## config.mk

```make
export PLATFORM = sky130hd
export DESIGN_NAME = seg_display_ctrl
export DESIGN_NICKNAME = d
export VERILOG_FILES = /design/src/rtl/sdc_pkg.sv /design/src/rtl/sdc_seg_decode.sv /design/src/rtl/sdc_pwm.sv /design/src/rtl/sdc_scan_bank.sv /design/src/rtl/seg_display_ctrl.sv
export SDC_FILE = /design/constraint.sdc
export NUM_CORES = 1
export LEC_CHECK = 0
export BUFFER_PORTS_ARGS = -buffer_cell sky130_fd_sc_hd__buf_2
export CAP_MARGIN = 5
export CORE_MARGIN = 2
export CORE_UTILIZATION = 35
export DETAILED_ROUTE_END_ITERATION = 10
export PLACE_DENSITY = 0.5
export SYNTH_ARGS = -nofsm -noshare
export SYNTH_HDL_FRONTEND = slang
export SYNTH_SLANG_ARGS = --single-unit
```

## constraint.sdc

```tcl
create_clock -name clk -period 7.98 [get_ports clk]
set_input_delay 1.596 -clock clk [delete_from_list [all_inputs] [get_ports clk]]
set_output_delay 1.596 -clock clk [all_outputs]
set_load 0.005 [all_outputs]
```

## src/rtl/sdc_pkg.sv

```systemverilog
package sdc_pkg;
    localparam int SEG_W = 7;
    localparam int CODE_W = 4;
    localparam int ADDR_W = 4;
endpackage

```

## src/rtl/sdc_seg_decode.sv

```systemverilog
module sdc_seg_decode
    import sdc_pkg::*;
(
    input  logic [CODE_W-1:0] code,
    output logic [SEG_W-1:0]  seg
);
    always_comb begin
        case (code)
            4'd0: seg = 7'h3F;
            4'd1: seg = 7'h06;
            4'd2: seg = 7'h5B;
            4'd3: seg = 7'h4F;
            4'd4: seg = 7'h66;
            4'd5: seg = 7'h6D;
            4'd6: seg = 7'h7D;
            4'd7: seg = 7'h07;
            4'd8: seg = 7'h7F;
            4'd9: seg = 7'h6F;
            default: seg = 7'h00;
        endcase
    end
endmodule

```

## src/rtl/sdc_pwm.sv

```systemverilog
module sdc_pwm #(
    parameter int DIV = 10,
    parameter int ON  = 4,
    localparam int CNT_W = (DIV > 1) ? $clog2(DIV) : 1
) (
    input  logic clk,
    input  logic rst,
    output logic on_o
);
    typedef struct packed {
        logic [CNT_W-1:0] cnt;
    } st_t;

    st_t st_d, st_q;

    always_comb begin
        st_d = st_q;
        if (st_q.cnt == CNT_W'(DIV - 1)) begin
            st_d.cnt = '0;
        end else begin
            st_d.cnt = st_q.cnt + 1'b1;
        end
    end

    always_ff @(posedge clk) begin
        if (rst) begin
            st_q.cnt <= '0;
        end else begin
            st_q <= st_d;
        end
    end

    assign on_o = ({1'b0, st_q.cnt} < (CNT_W + 1)'(ON));

    // the waveform restarts high at every period boundary
    a_r7_period_start: assert property (@(posedge clk) disable iff (rst)
        (st_q.cnt == '0) |-> on_o);
endmodule

```

## src/rtl/sdc_scan_bank.sv

```systemverilog
module sdc_scan_bank #(
    parameter int N_POS    = 6,
    parameter int DATA_W   = 4,
    parameter int DIV      = 20,
    parameter logic [DATA_W-1:0] RST_CELL = '0,
    localparam int IDX_W = (N_POS > 1) ? $clog2(N_POS) : 1,
    localparam int CNT_W = (DIV > 1) ? $clog2(DIV) : 1
) (
    input  logic              clk,
    input  logic              rst,
    input  logic              wr_en,
    input  logic [IDX_W-1:0]  wr_idx,
    input  logic [DATA_W-1:0] wr_data,
    input  logic              gate_on,
    output logic [DATA_W-1:0] cell_o,
    output logic [IDX_W-1:0]  ptr_o,
    output logic [N_POS-1:0]  dig_o
);
    typedef struct packed {
        logic [CNT_W-1:0]             cnt;
        logic [IDX_W-1:0]             ptr;
        logic                         gap;
        logic [N_POS-1:0][DATA_W-1:0] mem;
    } st_t;

    st_t st_d, st_q;

    always_comb begin
        st_d = st_q;
        if (st_q.cnt == CNT_W'(DIV - 1)) begin
            st_d.cnt = '0;
            st_d.gap = 1'b1;
            st_d.ptr = (st_q.ptr == IDX_W'(N_POS - 1)) ? '0 : st_q.ptr + 1'b1;
        end else begin
            st_d.cnt = st_q.cnt + 1'b1;
            st_d.gap = 1'b0;
        end
        if (wr_en && (wr_idx <= IDX_W'(N_POS - 1))) begin
            st_d.mem[wr_idx] = wr_data;
        end
    end

    always_ff @(posedge clk) begin
        if (rst) begin
            st_q.cnt <= '0;
            st_q.ptr <= '0;
            st_q.gap <= 1'b1;
            st_q.mem <= {N_POS{RST_CELL}};
        end else begin
            st_q <= st_d;
        end
    end

    always_comb begin
        dig_o = '0;
        if (!st_q.gap && gate_on) begin
            dig_o[st_q.ptr] = 1'b1;
        end
    end

    assign cell_o = st_q.mem[st_q.ptr];
    assign ptr_o  = st_q.ptr;

    // never more than one digit enabled
    a_r4_onehot: assert property (@(posedge clk) disable iff (rst)
        $onehot0(dig_o));

    // a position change is always accompanied by a dark cycle
    a_r6_break_before_make: assert property (@(posedge clk) disable iff (rst)
        (st_q.ptr != $past(st_q.ptr)) |-> (dig_o == '0));

    // positions advance by one and wrap at the last
    a_r5_step_order: assert property (@(posedge clk) disable iff (rst)
        (st_q.ptr != $past(st_q.ptr)) |->
        (st_q.ptr == (($past(st_q.ptr) == IDX_W'(N_POS - 1)) ? '0 : $past(st_q.ptr) + 1'b1)));
endmodule

```

## src/rtl/seg_display_ctrl.sv

```systemverilog
module seg_display_ctrl
    import sdc_pkg::*;
#(
    parameter int CLK_HZ      = 50_000_000,
    parameter int BCD_SCAN_HZ = 300,
    parameter int RAW_SCAN_HZ = 500,
    parameter int DIM_HZ      = 20_000,
    parameter int FLASH_DHZ   = 12,
    parameter int N_BCD       = 6,
    parameter int N_RAW       = 4,
    parameter int LAMP_POS    = 3,
    localparam int BCD_DIV  = CLK_HZ / (BCD_SCAN_HZ * N_BCD),
    localparam int RAW_DIV  = CLK_HZ / (RAW_SCAN_HZ * N_RAW),
    localparam int DIM_DIV  = CLK_HZ / DIM_HZ,
    localparam int DIM_ON   = (DIM_DIV * 2) / 5,
    localparam int FL_HALF  = (CLK_HZ / (2 * FLASH_DHZ)) * 10,
    localparam int FL_W     = $clog2(FL_HALF),
    localparam int BCD_IW   = $clog2(N_BCD),
    localparam int RAW_IW   = $clog2(N_RAW)
) (
    input  logic              clk,
    input  logic              rst,
    input  logic              wr_en,
    input  logic [ADDR_W-1:0] wr_addr,
    input  logic [SEG_W-1:0]  wr_data,
    input  logic              bright,
    input  logic [SEG_W-1:0]  lamp_flash_en,
    output logic [SEG_W-1:0]  bcd_seg,
    output logic [N_BCD-1:0]  bcd_dig,
    output logic [SEG_W-1:0]  raw_seg,
    output logic [N_RAW-1:0]  raw_dig
);
    typedef struct packed {
        logic [FL_W-1:0] cnt;
        logic            phase;
    } fl_t;

    fl_t fl_d, fl_q;

    logic              bcd_we, raw_we, pwm_on, bcd_gate;
    logic [CODE_W-1:0] bcd_cell;
    logic [BCD_IW-1:0] bcd_ptr;
    logic [SEG_W-1:0]  raw_cell;
    logic [RAW_IW-1:0] raw_ptr;
    logic [SEG_W-1:0]  lamp_kill;

    // address map: 0..N_BCD-1 numeric, 8..8+N_RAW-1 segment bank
    always_comb begin
        bcd_we = wr_en && !wr_addr[3] && (wr_addr[2:0] <= 3'(N_BCD - 1));
        raw_we = wr_en && (wr_addr[3:2] == 2'b10) && (wr_addr[1:0] <= 2'(N_RAW - 1));
    end

    // slow flash phase
    always_comb begin
        fl_d = fl_q;
        if (fl_q.cnt == FL_W'(FL_HALF - 1)) begin
            fl_d.cnt   = '0;
            fl_d.phase = !fl_q.phase;
        end else begin
            fl_d.cnt = fl_q.cnt + 1'b1;
        end
    end

    always_ff @(posedge clk) begin
        if (rst) begin
            fl_q.cnt   <= '0;
            fl_q.phase <= 1'b1;
        end else begin
            fl_q <= fl_d;
        end
    end

    sdc_pwm #(
        .DIV (DIM_DIV),
        .ON  (DIM_ON)
    ) u_dim (
        .clk  (clk),
        .rst  (rst),
        .on_o (pwm_on)
    );

    assign bcd_gate = bright || pwm_on;

    sdc_scan_bank #(
        .N_POS    (N_BCD),
        .DATA_W   (CODE_W),
        .DIV      (BCD_DIV),
        .RST_CELL (4'hF)
    ) u_bcd (
        .clk     (clk),
        .rst     (rst),
        .wr_en   (bcd_we),
        .wr_idx  (wr_addr[BCD_IW-1:0]),
        .wr_data (wr_data[CODE_W-1:0]),
        .gate_on (bcd_gate),
        .cell_o  (bcd_cell),
        .ptr_o   (bcd_ptr),
        .dig_o   (bcd_dig)
    );

    sdc_seg_decode u_dec (
        .code (bcd_cell),
        .seg  (bcd_seg)
    );

    sdc_scan_bank #(
        .N_POS    (N_RAW),
        .DATA_W   (SEG_W),
        .DIV      (RAW_DIV),
        .RST_CELL (7'h00)
    ) u_raw (
        .clk     (clk),
        .rst     (rst),
        .wr_en   (raw_we),
        .wr_idx  (wr_addr[RAW_IW-1:0]),
        .wr_data (wr_data),
        .gate_on (1'b1),
        .cell_o  (raw_cell),
        .ptr_o   (raw_ptr),
        .dig_o   (raw_dig)
    );

    always_comb begin
        lamp_kill = '0;
        if ((raw_ptr == RAW_IW'(LAMP_POS)) && !fl_q.phase) begin
            lamp_kill = lamp_flash_en;
        end
        raw_seg = raw_cell & ~lamp_kill;
    end

    // dimmed bank is dark outside the on part of the waveform
    a_r7_dim_dark: assert property (@(posedge clk) disable iff (rst)
        (!bright && !pwm_on) |-> (bcd_dig == '0));

    // flash phase only moves at the end of a half period
    a_r8_phase_hold: assert property (@(posedge clk) disable iff (rst)
        (fl_q.cnt != '0) |-> $stable(fl_q.phase));

    // a flashing lamp is dark in the off phase
    a_r9_lamp_dark: assert property (@(posedge clk) disable iff (rst)
        ((raw_ptr == RAW_IW'(LAMP_POS)) && !fl_q.phase) |-> ((raw_seg & lamp_flash_en) == '0));

    // bits outside the lamp position pass unchanged
    a_r9_other_pass: assert property (@(posedge clk) disable iff (rst)
        (raw_ptr != RAW_IW'(LAMP_POS)) |-> (raw_seg == raw_cell));
endmodule

```

# After elaboration in Yosys (flattened, before gate mapping)
# Memories as Yosys holds them, arrays and structs flattened.
# Cells that the tools add are included.
# W data, S select, Z words.
# totals
romBits,112
ff_bits,127
output_inout_bits,24
memories,1
# memory_table
memory,words,word_bits,rd,rd_ports_with_merged_regs,write_ports,line,rtl
(name not given),16,7,1,0,0,sdc_seg_decode.sv:8,case (code)
# classes
order_cmp,11
bitwise,2
n_mux,21
addsub,6
eq_ne,7
reduce_logical,20
# op_table
cell,count
$add A15 B1 Y15 const B,2
$eq A15 B15 Y1 const B,2
$bwmux W28,1
$add A25 B1 Y25 const B,1
$eq A25 B25 Y1 const B,1
$bwmux W24,1
$mux W7,3
$bmux W7 S2,1
$demux W7 S2,1
$add A12 B1 Y12 const B,1
$bmux W4 S3,1
$demux W4 S3,1
$eq A12 B12 Y1 const B,1
$logic_and A1 B1 Y1,12
$lt A12 B10 Y1 const B,1
$mux W4,3
$lt A3 B4 Y1 const B,2
$reduce_or A2 Y1,4
$and A7 B7 Y7,1
$not A7 Y7,1
$ge A3 B1 Y1 const B,2
$lt A2 B3 Y1 const B,2
$mux W6,1
$eq A2 B2 Y1 const B,2
other kinds (13),19

# Logic depth before layout (Yosys ltp)
# depth
ltp_word,5
ltp_mapped,10
mapped_depth_nobuf,8

# Modules after synthesis
# Synthesis repeated with hierarchy kept, for this count alone.
# unflattened
cells_unflattened,672
hier_area_um2,6203.4
# modules_own_cells
mod,area_each_um2,seq_area_each_um2,cells_per_inst,instances
sdc_scan_bank at u_raw,2062.0,920.9,198,1
sdc_scan_bank at u_bcd,2059.5,860.8,227,1
seg_display_ctrl,1296.2,520.5,153,1
sdc_pwm,568.0,240.2,64,1
sdc_seg_decode,217.7,0.0,30,1

# Worst setup path before layout
# Ideal clock, no wire load.
# synth_path
path_type,input to output
start,input port bright
end,output port bcd_dig[4]
path_buffers,1
path_slack_ps,4064
arrival_ps,2320
path_stages,4
cell_sequence,a21oi_1 > or2_2 > clkbuf_1 > nor4b_1
# synth_between
elab_chain_cells,3
# synth_rtl
element,line,rtl
"start, declared",seg_display_ctrl.sv:26,"input logic bright,"
$logic_or A1 B1 Y1,seg_display_ctrl.sv:82,assign bcd_gate = bright || pwm_on;
$logic_and A1 B1 Y1,sdc_scan_bank.sv:56,if (!st_q.gap && gate_on) begin
$mux W6,sdc_scan_bank.sv:56,
"end, declared",seg_display_ctrl.sv:29,"output logic [N_BCD-1:0] bcd_dig,"
# No other way between the ends.

# Worst setup path after layout
# layout_path
start,register u_bcd.st_q (netlist bit u_bcd.ptr_o[1])
end,output port bcd_seg[5]
# layout_between
elab_chain_cells,3
# layout_rtl
element,line,rtl
"start, declared",sdc_scan_bank.sv:26,"st_t st_d, st_q;"
"start signal, assigned",sdc_scan_bank.sv:50,st_q <= st_d;
$bmux W4 S3,sdc_scan_bank.sv:61,assign cell_o = st_q.mem[st_q.ptr];
$mux W4 (not written as such),sdc_scan_bank.sv:61,
$mem_v2 Z16 W7,n/a,
"end, declared",seg_display_ctrl.sv:28,"output logic [SEG_W-1:0] bcd_seg,"
# No other way between the ends. The select of a mux whose other input is x is not followed.

==> summary.md <==
| Metric | Value |
|---|---|
| Sink Count | 127 |
| Placed wire-length estimate | 8.30 mm |
| Largest stage delay on the critical path | 0.78 ns |
| Top post-synthesis cells by count | 137 x nor2_1, 127 x dfxtp_1, 44 x mux2i_1 |
| Post-route setup slack | about 3.5 ns |
| Number of distinct library cells after synthesis | between 40 and 50 |
| Post-synth net total | slightly below 700 |
| Mux cell area share after synthesis | 10.3% |
| Pwr dens | 228 nW/um2 |
| Status | completed |
| Max_slew headroom | 22.7% |
| Port bufs | between 40 and 50 |
| Layout cells sized above 1 | between 10 and 15% |
| Yosys reg bits | 127 |
| Nets@finish | approximately 710 |
| Cts hold-fix bufs | 0 |
| Max clock buf depth | 2 |
| First-pass GRT wire length | 20.6 mm |
| Worst-skew pair later-pin latency | 0.41 ns |
| Sum Neg Setup Slack | 0 ns |
| Adder-cell share of the synthesized area | roughly 3.4% |
| CTS tree | done |
| Yosys warning count | 0 |
| Actual slew at the worst max-slew pin | 1.15 ns |
| Hold Startpoint | u_raw.st_q[31] |
| Most common cell in the synthesized netlist | nor2_1 |
| Xor and xnor fraction of the mapped netlist area | 9.16% |
| Hold path cells | 1 |
| RePlAce Congestion | about 0.76 |
| Reg-to-reg endpoint | fl_q[5] |
| Post-DRT Antenna Nets | 0 |
| # Max-Cap Violations | 0 |
| Hold Crit Class | flip-flop to flip-flop |
| Area of the core | 16400 um2 |
| Place WS | 3.82 ns |
| Worst R2R Path Depth | 5 |
| Non-Filler Instances | 908 |
| Die X | 133 um |
| Dpl cells | 876 |
| Final Total Pwr | around 1.6 mW |
| Crit path time final | about 4.5 ns |
| Top-area cell type share of the netlist area | a little over two fifths |
| Detailed Routing Iterations Pass 1 | 4 |
| Maximum VDD drop | 0.131 mV |
| Fmax | about 220 MHz |
| Lkg Pwr | 2.67 nW |
| Syn-to-layout area delta | 17.9% |
| Max FO, Critical Path | 16 |
| Crit Path Class | flip-flop to primary output |
| Tcrit/Tclk final | 56.0% |
| Largest family of logic cells by synthesized area | simple AND/OR/NAND/NOR gates |
| FF-to-FF Start | fl_q[12] |
| Crit path max-delay family | flip-flops |
| Slowest cell on the critical path | dfxtp_1 |
| DIE HEIGHT | 133 um |
| Clock Pin Slew Worst Setup and Hold Paths | about 0.060 ns |
| Critical path cell sequence | nand2b_1 > o22ai_1 > nor2_1 > inv_1 > ha_1 > o21bai_1 > a21boi_0 > mux2i_1 > buf_2 |
| Routed WL | 12.2 mm |
| Iteration-0 DRC Markers | 132 |
| Area contributors post-synth | dfxtp_1 44%, nor2_1 8.8%, mux2i_1 7.6%, xor2_1 5.9%, a211o_1 3.6% |
| Simple-gate portion of the synthesized area | 23.4% |
| CTS root buf | clkbuf_16 |
| Crit start category | flip-flop |
| Via density | 4.88 |
| Htree depth | 4 |
| Max Clock Skew | 0.00325 ns |
| Post-Syn Instances | 636 |
| Initial antenna violation count | 0 |
| Boundary pin count | 46 |
| Top FF cell, synth | dfxtp_1 |
| Hold Slack | approximately 0.45 ns |
| DRC | 0 |
| Count of final setup violators | 0 |
| Synth async-reset ratio | 0% |
| Die area | approximately 18000 um2 |
| Post-synth top area cell | dfxtp_1 |
| R2r setup slk | 5.41 ns |
| Initial Util | 35.5% |
| Postcts setup bufs | 0 |
| Mapped cell area | 5830 um2 |
| Congestion Overflow GR | 0 |
| Count of final hold-check violations | 0 |
| Pin count of the biggest net entering global routing | between 60 and 70 |
| Vias in the first global route | 4276 |
| Wire per inst | between 10 and 15 um |
| Hold path endpoint | u_raw.st_q[31] |
| Compound-Gate Fraction of Synth Area | slightly below 7% |
| Worst setup EP type | primary output |
| Antenna Cells | 0 |
| Post-synth EDFFs | 0 |
| Worst EP required | 6.38 ns |
| CTS Buf Count | 17 |
| RSZ-0062 raised after global routing | no |
| Std cell rows | 47 |
| Sequential share of the synthesized area | 43.6% |
| Worst endpoint data arrival time | 2.87 ns |
| All-Layer GR Usage | 14.5% |
| Pins over their slew limit | 0 |
| Syn Area/Cell | 9.17 um2 |
| # resized after CTS | 0 |
| Vias | between 4000 and 5000 |
| CP Buf/Inv Count | 2 |
==> registers in the layout, summed over array words and instances (netlist names) <==
register and cells:
u_raw.ptr_o 2, fl_q 26, u_bcd.st_q 40, u_raw.st_q 44
u_dim.st_q 12, u_bcd.ptr_o 3
==> how the worst max path moves through the flow <==
stage,endpoint,cells past startpoint,start,slack (ns)
after detailed placement,bcd_dig[4],5,bright,3.82
after global routing,bcd_seg[5],9,u_bcd.ptr_o[1],3.17
final,bcd_seg[5],9,u_bcd.ptr_o[1],3.51
after global placement,bcd_dig[4],5,bright,3.84
after floorplan,bcd_dig[4],4,bright,4.06
after CTS,bcd_seg[5],9,u_bcd.ptr_o[1],3.47
==> per-layer routing <==
metal  GRT usage (%)  share of wire (%)  vias up
met5               0                  0        -
met4            6.27                1.4        0
met3            4.14                3.4       15
met2            24.1                 47       59
met1            17.6                 48     2106
li1                -                  -     2248
==> worst register-to-register path: stages (launching register included) <==
cell and delay [ns]:
dfxtp_1 0.34, or4b_1 0.51, or4_1 0.51, nor3_2 0.23, or2_1 0.70, nor2_1 0.13
==> cell type report <==
class / instances / area, um2
Multi-Input combinational cell: 466 / 3090
Clock buffer: 22 / 484
Fill cell: 1602 / 9530
Sequential cell: 127 / 2540
Clock inverter: 10 / 181
Inverter: 16 / 60.1
Tap cell: 220 / 275
Timing Repair Buffer: 47 / 240
==> power breakdown <==
group	switching, mW	total (mW)	internal [mW]
sequential	0.00828	0.653	0.645
combinational	0.0323	0.0527	0.0205
clock	0.275	0.861	0.586
total	0.315	1.57	1.25
==> layout by cell type (no fill, tap or decap), types with 2 or more instances in the layout <==
| master | instances |
|---|---|
| nand3_1 | 26 |
| or2_2 | 6 |
| inv_1 | 16 |
| or3_1 | 3 |
| nor2_1 | 137 |
| and4_1 | 3 |
| buf_2 | 45 |
| buf_4 | 2 |
| dfxtp_1 | 127 |
| nor3b_1 | 2 |
| xor2_1 | 39 |
| nor2b_1 | 15 |
| and3_1 | 18 |
| nand3b_1 | 3 |
| o21ai_0 | 2 |
| xnor2_1 | 22 |
| a21boi_0 | 8 |
| bufinv_16 | 5 |
| clkinv_2 | 3 |
| clkbuf_16 | 17 |
| nand2_1 | 33 |
| o22ai_1 | 4 |
| ha_1 | 16 |
| a31oi_1 | 2 |
| clkbuf_8 | 4 |
| or4_1 | 2 |
| nor4_1 | 5 |
| mux2i_1 | 44 |
| mux4_2 | 7 |
| a211o_1 | 24 |
| nor3_1 | 8 |
| a21oi_1 | 7 |
| nand4_1 | 10 |
| nand2b_1 | 7 |
==> through the flow <==
stage | utilization (%) | cell area (um2)
3_3_place_gp | 37.8 | 6210
4_1_cts | 41.9 | 6880
3_5_place_dp | 37.8 | 6210
6_report | 41.9 | 6880
5_1_grt | 41.9 | 6880
2_1_floorplan | - | 5830
==> logic make-up (layout without fill, tap and decap cells) <==
logic type                 Yosys count  in the layout
AOI/OAI and AO/OA                   52             52
DFF                                127            127
and+or+nand+nor                    286            286
xor gates and xnor gates            61             61
adders and majority gates           16             16
muxes                               51             51
buffers and inverters               43             95
Note: power is estimated with default switching activity, not from simulation.
